File: src/rtl/sha1_eng_pkg.sv
`timescale 1ns/1ps
package sha1_eng_pkg;
    typedef logic [31:0] word_t;
    typedef logic [4:0][31:0] chain_t;
    typedef enum logic [2:0] {ST_OFF, ST_IDLE, ST_LOAD, ST_ROUND, ST_ACCUM} eng_state_e;

    localparam int RC_W    = 7;
    localparam int A_CTRL  = 0;
    localparam int A_IV0   = 1;
    localparam int A_DATA  = 6;
    localparam int A_STAT  = 7;
    localparam int A_DIG0  = 8;
    localparam int N_CHAIN = 5;

    localparam chain_t H_STD = {32'hC3D2E1F0, 32'h10325476, 32'h98BADCFE,
                                32'hEFCDAB89, 32'h67452301};

    function automatic word_t rotl(input word_t x, input int n);
        return (x << n) | (x >> (32 - n));
    endfunction

    function automatic word_t swap_bytes(input word_t x);
        return {x[7:0], x[15:8], x[23:16], x[31:24]};
    endfunction
endpackage

File: src/rtl/sha1_rx_fifo.sv
`timescale 1ns/1ps
module sha1_rx_fifo #(
    parameter int DEPTH = 32,
    parameter int W     = 32,
    localparam int PTR_W = $clog2(DEPTH),
    localparam int CNT_W = $clog2(DEPTH + 1)
) (
    input  logic             clk,
    input  logic             rst_n,
    input  logic             flush,
    input  logic             push,
    input  logic             pop,
    input  logic [W-1:0]     din,
    output logic [W-1:0]     dout,
    output logic [CNT_W-1:0] count
);
    logic [W-1:0]     mem [DEPTH];
    logic [PTR_W-1:0] rd_p, wr_p;

    function automatic logic [PTR_W-1:0] step(input logic [PTR_W-1:0] p);
        return (p == PTR_W'(DEPTH - 1)) ? '0 : p + 1'b1;
    endfunction

    always_ff @(posedge clk or negedge rst_n) begin
        if (!rst_n) begin
            rd_p  <= '0;
            wr_p  <= '0;
            count <= '0;
        end else if (flush) begin
            rd_p  <= '0;
            wr_p  <= '0;
            count <= '0;
        end else begin
            if (push) wr_p <= step(wr_p);
            if (pop)  rd_p <= step(rd_p);
            count <= count + CNT_W'(push) - CNT_W'(pop);
        end
    end

    always_ff @(posedge clk) begin
        if (push && !flush) mem[wr_p] <= din;
    end

    assign dout = mem[rd_p];
endmodule

File: src/rtl/sha1_msg_window.sv
`timescale 1ns/1ps
module sha1_msg_window
    import sha1_eng_pkg::*;
#(
    parameter int N = 16
) (
    input  logic  clk,
    input  logic  load_en,
    input  logic  step_en,
    input  word_t load_word,
    output word_t w_now
);
    word_t win [N];
    word_t shift_in;

    always_comb begin
        shift_in = load_en ? load_word
                           : rotl(win[13] ^ win[8] ^ win[2] ^ win[0], 1);
    end

    always_ff @(posedge clk) begin
        if (load_en || step_en) begin
            for (int i = 0; i < N - 1; i++) win[i] <= win[i+1];
            win[N-1] <= shift_in;
        end
    end

    assign w_now = win[0];
endmodule

File: src/rtl/sha1_round_step.sv
`timescale 1ns/1ps
module sha1_round_step
    import sha1_eng_pkg::*;
(
    input  logic [RC_W-1:0] idx,
    input  chain_t          cur,
    input  word_t           w,
    output chain_t          nxt
);
    word_t f, k;

    always_comb begin
        if (idx < RC_W'(20)) begin
            f = (cur[1] & cur[2]) | (~cur[1] & cur[3]);
            k = 32'h5A827999;
        end else if (idx < RC_W'(40)) begin
            f = cur[1] ^ cur[2] ^ cur[3];
            k = 32'h6ED9EBA1;
        end else if (idx < RC_W'(60)) begin
            f = (cur[1] & cur[2]) | (cur[1] & cur[3]) | (cur[2] & cur[3]);
            k = 32'h8F1BBCDC;
        end else begin
            f = cur[1] ^ cur[2] ^ cur[3];
            k = 32'hCA62C1D6;
        end
        nxt[0] = rotl(cur[0], 5) + f + cur[4] + k + w;
        nxt[1] = cur[0];
        nxt[2] = rotl(cur[1], 30);
        nxt[3] = cur[2];
        nxt[4] = cur[3];
    end
endmodule

File: src/rtl/sha1_resume_engine.sv
`timescale 1ns/1ps
module sha1_resume_engine
    import sha1_eng_pkg::*;
#(
    parameter int FIFO_DEPTH = 32,
    parameter int ADDR_W     = 4
) (
    input  logic              clk,
    input  logic              rst_n,
    input  logic              reg_wr,
    input  logic [ADDR_W-1:0] reg_addr,
    input  logic [31:0]       reg_wdata,
    output logic [31:0]       reg_rdata
);
    localparam int CNT_W       = $clog2(FIFO_DEPTH + 1);
    localparam int BLOCK_WORDS = 16;
    localparam int ROUNDS      = 80;
    localparam logic [CNT_W-1:0] BLK_CNT = CNT_W'(BLOCK_WORDS);

    eng_state_e       state_q, state_d;
    logic             en_q, ivsel_q, end_q, ovf_q;
    logic [1:0]       mode_q;
    chain_t           iv_q, h_q, dig_q, work_q, work_nxt;
    logic [RC_W-1:0]  rc_q;
    logic [CNT_W-1:0] fifo_cnt;
    word_t            fifo_dout, w_now;

    logic ctrl_wr, data_wr, en_on, en_off, push, pop, finish, flush;

    assign ctrl_wr = reg_wr && (reg_addr == ADDR_W'(A_CTRL));
    assign data_wr = reg_wr && (reg_addr == ADDR_W'(A_DATA));
    assign en_on   = ctrl_wr && reg_wdata[0] && !en_q;
    assign en_off  = ctrl_wr && !reg_wdata[0];
    assign push    = data_wr && en_q && (fifo_cnt != CNT_W'(FIFO_DEPTH));
    assign pop     = (state_q == ST_LOAD);
    assign finish  = (state_q == ST_IDLE) && end_q && (fifo_cnt < BLK_CNT);
    assign flush   = en_on || en_off || finish;

    sha1_rx_fifo #(.DEPTH(FIFO_DEPTH), .W(32)) u_fifo (
        .clk(clk), .rst_n(rst_n), .flush(flush), .push(push), .pop(pop),
        .din(reg_wdata), .dout(fifo_dout), .count(fifo_cnt)
    );

    sha1_msg_window #(.N(BLOCK_WORDS)) u_window (
        .clk(clk), .load_en(pop), .step_en(state_q == ST_ROUND),
        .load_word(swap_bytes(fifo_dout)), .w_now(w_now)
    );

    sha1_round_step u_round (
        .idx(rc_q), .cur(work_q), .w(w_now), .nxt(work_nxt)
    );

    // next-state logic
    always_comb begin
        state_d = state_q;
        if (en_off) begin
            state_d = ST_OFF;
        end else begin
            unique case (state_q)
                ST_OFF:   if (en_on) state_d = ST_IDLE;
                ST_IDLE:  if (fifo_cnt >= BLK_CNT) state_d = ST_LOAD;
                ST_LOAD:  if (rc_q == RC_W'(BLOCK_WORDS - 1)) state_d = ST_ROUND;
                ST_ROUND: if (rc_q == RC_W'(ROUNDS - 1)) state_d = ST_ACCUM;
                ST_ACCUM: state_d = ST_IDLE;
                default:  state_d = ST_OFF;
            endcase
        end
    end

    // state register
    always_ff @(posedge clk or negedge rst_n) begin
        if (!rst_n) state_q <= ST_OFF;
        else        state_q <= state_d;
    end

    // datapath and control registers
    always_ff @(posedge clk or negedge rst_n) begin
        if (!rst_n) begin
            en_q    <= 1'b0;
            ivsel_q <= 1'b0;
            end_q   <= 1'b0;
            ovf_q   <= 1'b0;
            mode_q  <= '0;
            iv_q    <= '0;
            h_q     <= '0;
            dig_q   <= '0;
            work_q  <= '0;
            rc_q    <= '0;
        end else begin
            if (ctrl_wr) begin
                en_q    <= reg_wdata[0];
                ivsel_q <= reg_wdata[1];
                end_q   <= reg_wdata[0] & reg_wdata[2];
                mode_q  <= reg_wdata[5:4];
            end else if (finish) begin
                end_q <= 1'b0;
            end
            for (int i = 0; i < N_CHAIN; i++) begin
                if (reg_wr && reg_addr == ADDR_W'(A_IV0 + i)) iv_q[i] <= reg_wdata;
            end
            if (en_on) ovf_q <= 1'b0;
            else if (data_wr && !push) ovf_q <= 1'b1;

            if (en_on) h_q <= reg_wdata[1] ? iv_q : H_STD;
            else if (state_q == ST_ACCUM) begin
                for (int i = 0; i < N_CHAIN; i++) h_q[i] <= h_q[i] + work_q[i];
            end

            if (finish) dig_q <= h_q;

            if (state_q == ST_IDLE && state_d == ST_LOAD) work_q <= h_q;
            else if (state_q == ST_ROUND) work_q <= work_nxt;

            if (state_d != state_q) rc_q <= '0;
            else if (state_q == ST_LOAD || state_q == ST_ROUND) rc_q <= rc_q + 1'b1;
        end
    end

    // read mux (outputs)
    always_comb begin
        reg_rdata = '0;
        if (reg_addr == ADDR_W'(A_CTRL)) begin
            reg_rdata[0]   = en_q;
            reg_rdata[1]   = ivsel_q;
            reg_rdata[2]   = end_q;
            reg_rdata[5:4] = mode_q;
        end
        if (reg_addr == ADDR_W'(A_STAT)) begin
            reg_rdata[CNT_W-1:0] = CNT_W'(FIFO_DEPTH) - fifo_cnt;
            reg_rdata[31]        = ovf_q;
        end
        for (int i = 0; i < N_CHAIN; i++) begin
            if (reg_addr == ADDR_W'(A_IV0 + i))  reg_rdata = iv_q[i];
            if (reg_addr == ADDR_W'(A_DIG0 + i)) reg_rdata = dig_q[i];
        end
    end
endmodule

File: config.mk
export PLATFORM = sky130hd
export DESIGN_NAME = sha1_resume_engine
export DESIGN_NICKNAME = d
export VERILOG_FILES = /design/src/rtl/sha1_eng_pkg.sv /design/src/rtl/sha1_rx_fifo.sv /design/src/rtl/sha1_msg_window.sv /design/src/rtl/sha1_round_step.sv /design/src/rtl/sha1_resume_engine.sv
export SDC_FILE = /design/constraint.sdc
export NUM_CORES = 2
export LEC_CHECK = 0
export BUFFER_PORTS_ARGS = -buffer_cell sky130_fd_sc_hd__buf_4
export CAP_MARGIN = 20
export CORE_ASPECT_RATIO = 0.9
export CORE_UTILIZATION = 41
export DETAILED_ROUTE_END_ITERATION = 10
export HOLD_SLACK_MARGIN = 0.02
export PLACE_DENSITY = 0.65
export SYNTH_ARGS = -nofsm -noshare
export SYNTH_HDL_FRONTEND = slang
export SYNTH_SLANG_ARGS = --single-unit
File: constraint.sdc
create_clock -name clk -period 40 [get_ports clk]
set_input_delay 8 -clock clk [delete_from_list [all_inputs] [get_ports clk]]
set_output_delay 8 -clock clk [all_outputs]
set_load 0.01 [all_outputs]
# After elaboration in Yosys (flattened, before gate mapping)
# Memory sizes are Yosys's and may differ from the RTL's.
# Index checks and enable logic that the tools add are counted.
word_totals:
  elab_cells: 174
  memories: 2
  in_bits: 39
  out_inout_bits: 32
  ram_bits: 1536
  ff_bits: 672
  latch_bits: 0
  romBits: 0
classes:
  magnitude_cmp: 5
  n_div: 0
  n_eq_ne: 23
  n_mux: 49
  n_reduce_logical: 33
  bitwise: 17
  multipliers: 0
  n_shift: 0
  add_sub_neg: 15
memory_table:
  columns: ["memory", "words", "width", "read_ports", "rd_ports_with_merged_regs", "write_ports", "line", "rtl"]
  rows:
  - ["u_fifo.mem", 32, 32, 1, 0, 1, "sha1_rx_fifo.sv:17", "logic [W-1:0] mem [DEPTH];"]
  - ["u_window.win", 16, 32, 16, 0, 16, "sha1_msg_window.sv:13", "word_t win [N];"]
ops:
  columns: ["op", "count"]
  rows:
  - ["$mux W160", 5]
  - ["$mux W32", 16]
  - ["$add A32 B32 Y32", 9]
  - ["$xor A32 B32 Y32", 5]
  - ["$and A32 B32 Y32", 4]
  - ["$or A32 B32 Y32", 3]
  - ["$not A32 Y32", 1]
  - ["$or A32 B1 Y32", 1]
  - ["$or A32 B30 Y32", 1]
  - ["$or A32 B5 Y32", 1]
  - ["$mux W31", 1]
  - ["$mux W5", 6]
  - ["$eq A4 B4 Y1 const B", 5]
  - ["$mux W3", 6]
  - ["$logic_and A1 B1 Y1", 17]
  - ["$eq A4 B3 Y1 const B", 4]
  - ["$pmux W3 S5", 1]
  - ["$lt A7 B6 Y1 const B", 2]
  - ["$mux W7", 2]
  - ["$reduce_bool A2 Y1", 7]
  - ["$mux W6", 2]
  - ["$add A5 B1 Y5 const B", 2]
  - ["$eq A5 B5 Y1 const B", 2]
  - ["$eq A3 B2 Y1 const B", 3]
  - ["22 further kinds", 36]

# Longest topological paths before layout
depth:
  word_depth: 13
  ltp_mapped: 25
  mapped_depth_nobuf: 23

# Cells and area by module
# From an unflattened synthesis, not the netlist that was laid out.
unflattened:
  hier_cells: 7061
  hier_area_um2: 99451.6
modules_own_cells:
  columns: ["mod", "area_per_inst_um2", "seq_area_each_um2", "instances", "cells_per_inst"]
  rows:
  - ["sha1_rx_fifo", 40249.9, 31149.9, 1, 1965]
  - ["sha1_resume_engine", 35671.7, 16415.7, 1, 3585]
  - ["sha1_msg_window", 16844.9, 15374.7, 1, 712]
  - ["sha1_round_step", 6685.2, 0.0, 1, 799]

# Least setup slack after synthesis
# OpenSTA, ideal clock, no wires.
synth_timing:
  path_type: "flip-flop to flip-flop"
  from: "register state_q[2]"
  to: "register rc_q[0]"
  path_buffers: 3
  stages_incl_launch_ff: 9
  synth_period_minus_slack_ns: 18.690
  setup_time_ns: 0.172
  arrival_time_ns: 18.518
  t_required_ns: 39.828
  slack_ns: 21.310
  cell_sequence: "dfrtp_1 -> clkbuf_1 -> nor2b_1 -> clkbuf_1 -> nand2_1 -> nor3_1 -> or4_1 -> clkbuf_1 -> nor2_1"
synth_between:
  elab_chain_cells: 5
  word_cells_on_any_way: 15
  classes_between: "eq/ne (5); mux (7); reduce/logical (3)"
synth_lines:
  columns: ["element", "line", "rtl"]
  rows:
  - ["start: declaration", "sha1_resume_engine.sv:20", "eng_state_e state_q, state_d;"]
  - ["start signal: assignment", "sha1_resume_engine.sv:73", "else state_q <= state_d;"]
  - ["$eq A3 B3 Y1, or another cell as far along", "sha1_resume_engine.sv:59", "unique case (state_q)"]
  - ["$pmux W3 S5 *", "sha1_resume_engine.sv:59", null]
  - ["$mux W3 *", "sha1_resume_engine.sv:56", "if (en_off) begin"]
  - ["via state_d[2]", "sha1_resume_engine.sv:20", null]
  - ["$ne A3 B3 Y1 *", "sha1_resume_engine.sv:114", "if (state_d != state_q) rc_q <= '0;"]
  - ["$mux W7 / $reduce_bool A2 Y1 (equally long branches)", null, null]
  - ["end signal: assignment", "sha1_resume_engine.sv:115", "else if (state_q == ST_LOAD || state_q == ST_ROUND) rc_q <= rc_q + 1'b1;"]
  - ["end: declaration", "sha1_resume_engine.sv:24", "logic [RC_W-1:0] rc_q;"]
# Mark *: on every way through the listed nets, which the timed path passes. The rest lies on a longest branch.
# A chain may end at the register's enable or synchronous reset.

# Final worst setup path
layout_timing:
  from: "input reg_addr[3]"
  to: "output reg_rdata[29]"
layout_between:
  elab_chain_cells: 11
  word_cells_on_any_way: 20
  classes_between: "eq/ne (10); mux (10)"
layout_lines:
  columns: ["element", "line", "rtl"]
  rows:
  - ["start: declaration", "sha1_resume_engine.sv:11", "input logic [ADDR_W-1:0] reg_addr,"]
  - ["$eq A4 B1 Y1", "sha1_resume_engine.sv:133", "if (reg_addr == ADDR_W'(A_IV0 + i)) reg_rdata = iv_q[i];"]
  - ["$mux W32", "sha1_resume_engine.sv:133", null]
  - ["$mux W32", "sha1_resume_engine.sv:134", "if (reg_addr == ADDR_W'(A_DIG0 + i)) reg_rdata = dig_q[i];"]
  - ["$mux W32", "sha1_resume_engine.sv:133", null]
  - ["$mux W32", "sha1_resume_engine.sv:134", null]
  - ["$mux W32", "sha1_resume_engine.sv:133", null]
  - ["$mux W32", "sha1_resume_engine.sv:134", null]
  - ["$mux W32", "sha1_resume_engine.sv:133", null]
  - ["$mux W32", "sha1_resume_engine.sv:134", null]
  - ["$mux W32", "sha1_resume_engine.sv:133", null]
  - ["$mux W32 *", "sha1_resume_engine.sv:134", null]
  - ["end: declaration", "sha1_resume_engine.sv:13", "output logic [31:0] reg_rdata"]
# Every way passes the cells marked *; elsewhere a longest branch is shown, timed or not.

==> Implementation_results.wiki <==
{| class="wikitable"
! Metric !! Value
|-
| Run status || complete, no violations
|-
| Final hold violation count || 0
|-
| Routed Antenna Nets || 0
|-
| Die Width || roughly 520 um
|-
| Largest family of logic cells by synthesized area || compound AO/OA/AOI/OAI gates
|-
| Fraction of registers with async set or reset after synthesis || a little under a third
|-
| Fraction of met3 tracks used by global routing || 6.62%
|-
| Effective utilization at floorplan || 41.4%
|-
| Achievable clock frequency || around 0.054 GHz
|-
| Total CTS buffers || ~220
|-
| Setup Total Neg Slack || 0 ns
|-
| Core box area || ~240000 um2
|-
| Post-synth EDFFs || 1536
|-
| Most used routing layer || met1
|-
| Post-synthesis adder-cell area fraction || 5.22%
|-
| Post-cts gate resize count || 0
|-
| Clock sink count || roughly 2200
|-
| Fraction of the yosys area taken by sequential cells || 64.2%
|-
| Peak supply drop || 0.000109 V
|-
| Ranking of synthesized cells by area || edfxtp_1 (47%), dfrtp_1 (17%), mux2_2 (4.6%)
|-
| Count of filler cells inserted in the layout || 20500
|-
| Path type of the worst setup path || in2out
|-
| Commonest cells in the synthesized netlist || edfxtp_1 (1536), dfrtp_1 (672), a21oi_1 (554), nand2_1 (523), mux2_2 (397)
|-
| Cell type with the largest total area after synthesis || edfxtp_1
|-
| Startpoint class of the critical path || input pin
|-
| Share of the clock period used by the worst path after layout || 46.3%
|-
| Number of post-CTS setup repair buffers || 0
|-
| Mapped cell area || 98000 um2
|-
| Path category of the worst min-delay check || reg2reg
|-
| Count of state elements after synthesis || 2208
|-
| Finished Cell Area || approximately 110000 um2
|-
| Pin count of the biggest net entering global routing || a little over 200
|-
| Data required time of the worst path || between 30 and 40 ns
|-
| GRT met1 Usage || a little over a third
|-
| Max cap viols || 0
|-
| Worst skew pair latency || slightly below 0.9 ns
|-
| Syn Area/Cell || ~14 um2
|-
| Placed cell count || about 10000
|-
| Synthesized net count || 7357
|-
| Number of remaining DRC errors || 0
|-
| Endpoint kind of the worst setup timing path || primary output
|-
| Vias per cell || ~6
|-
| Number of pins exceeding their max-slew limit in the final report || 0
|-
| Top cell type's share of synthesized area || a little under half
|-
| Fin nets || 7424
|-
| Post-Route Skew || ~0.047 ns
|-
| Pwr Total || 9.36 mW
|-
| Setup-violating endpoint count in the final report || 0
|-
| Power density of the placed cells || 84.7 nW/um2
|-
| Simple-Gate Fraction of Synth Area || 5.23%
|-
| Total number of vias || approximately 62000
|-
| Clock tree from TritonCTS || done
|-
| Compound-gate portion of the synthesized area || between 10% and 20%
|-
| Post-synthesis share of cell area spent on xor and xnor gates || 2.38%
|-
| Worst Setup Slack post-DPL || ~22 ns
|-
| Pleak || a little over 40 nW
|-
| Placed inst area || between 100000 and 150000 um2
|-
| First drt pass iteration count || 9
|-
| Global-route usage over all layers || 24.5%
|-
| Total Wirelength || ~300000 um
|-
| Maximum fanout encountered on the critical timing path || 27
|-
| Placed wire-length estimate || ~200000 um
|-
| Final Instance Count excl. Fillers || between 10000 and 15000
|-
| Number of DRC markers in iteration 0 || ~8000
|-
| Floorplan row count || roughly 170
|-
| Global Route met2 Usage || roughly a third
|-
| Area overhead of the layout relative to synthesis || 12.7%
|-
| Warning count from the yosys run || 0
|-
| Most instantiated library cell after synthesis || edfxtp_1
|-
| Floorplan die area || about 240000 um2
|-
| Overall die height || around 470 um
|-
| Slew headroom || between 15 and 20%
|-
| Unique cell type count in the Yosys netlist || just under 90
|-
| Post-Syn Instances || around 7000
|-
| Wire length of the first global-routing pass || approximately 430000 um
|-
| Clock tree root buffer cell || clkbuf_16
|-
| Routability congestion estimate from global placement || approximately 0.95
|-
| Share of synthesized area spent on multiplexers || approximately 9.7%
|-
| CTS Hold Bufs || 0
|-
| Overall overflow remaining after global route || 0
|-
| Clock Path Buffers || 3
|-
| Worst slack on hold paths || slightly below 0.4 ns
|-
| Min cycle time layout || 18.51 ns
|-
| Maximum level of the CTS H-tree || 4
|-
| Vias in the first global route || ~60000
|-
| Main flop type after synthesis || edfxtp_1
|-
| Input/output buffers || 70
|-
| Initial antenna violation count || 16
|-
| Arrival time of the worst setup path || around 11 ns
|-
| Final Worst Setup Slack || approximately 21 ns
|-
| Routed length per placed instance || ~29 um
|-
| Share of cells above drive strength 1 || 16.2%
|-
| Finished Core Util || 46.7%
|-
| Number of top-level pins || 71
|-
| Tightest Pin Transition || 1.24 ns
|-
| Reg clk slew, reported paths || around 0.06 ns
|-
| Unrepaired setup endpoints after global routing || no
|}
flip-flops by register name, indices dropped and copies added, names as in the netlist, 2 cells and up:
| register | cells |
|---|---|
| h_q | 160 |
| u_window.win | 512 |
| dig_q | 160 |
| u_fifo.wr_p | 5 |
| rc_q | 7 |
| u_fifo.count | 6 |
| mode_q | 2 |
| state_q | 3 |
| u_fifo.mem | 1024 |
| u_fifo.rd_p | 5 |
| work_q | 160 |
| iv_q | 160 |
logic make-up (layout without fill, tap and decap cells):
family / count (synthesis) / count (layout)
flops: 2208 / 2208
compound gates: 1633 / 1633
simple gates: 1146 / 1146
mux: 738 / 738
buf+inv: 651 / 909
fa+ha+maj: 338 / 338
xor+xnor: 266 / 266
other cells: 0 / 2
final timing paths:
check                                         start                  end  slack [ns]  depth (start not counted)
worst max-delay path                    reg_addr[3]        reg_rdata[29]       21.49                          7
min in group asynchronous                     rst_n             iv_q[69]        7.15                          1
worst min-delay path            u_window.win[1][96]  u_window.win[1][64]        0.38                          0
max in group asynchronous                     rst_n              h_q[51]       29.72                          5
worst min register to register  u_window.win[1][96]  u_window.win[1][64]        0.38                          0
worst max register to register              rc_q[3]           work_q[31]       31.69                         25
routing by layer:
metal  share of wire [%]  up-vias
met4                 3.2        8
met1                  43    32200
li1                    -    26600
met3                  10      473
met2                  43     3055
met5               0.015        -
area by class of cell:
| cell class | instances | area (um2) | area share [%] |
|---|---|---|---|
| sequential | 2208 | 63000 | 57.0 |
| multi-input combinational | 4121 | 33000 | 29.9 |
| clock buffer | 288 | 6100 | 5.52 |
| tap | 3163 | 3960 | 3.58 |
| timing repair buffer | 200 | 1720 | 1.56 |
| clock inverter | 128 | 1590 | 1.44 |
| inverter | 293 | 1100 | 0.997 |
| antenna | 2 | 5.00 | 0.00453 |
critical path, cell delays in order:
cell      delay, ns
buf_4          0.16
nand2b_1       0.27
nor3_2         0.50
buf_4          0.54
a22oi_1        0.14
nand4_1        0.62
buf_4          0.25
cell usage in the layout (no fill, tap or decap), types with 47 or more instances in the layout:
cell type  instances
edfxtp_1        1536
a211oi_1          70
mux2_2           397
buf_4            181
nand2_1          518
o21ai_0          236
clkinv_2          47
o22ai_1           73
a21o_1            97
xnor2_1          206
o221ai_1          72
xor2_1            60
mux2i_1          213
a21oi_1          554
nand3_1           81
nor3_1           113
a22oi_1          240
clkbuf_16        226
ha_1             220
dfrtp_1          667
mux4_2           128
nor2_1           186
fa_1             118
inv_1            290
report_power, final:
part	switching, mW	leakage (nW)	total (mW)	internal [mW]
clock network	0.914	3.76	2.17	1.26
registers	0.413	22.4	3.34	2.93
logic	2.34	15.3	3.85	1.50
Power figures use the tool's default switching activity.
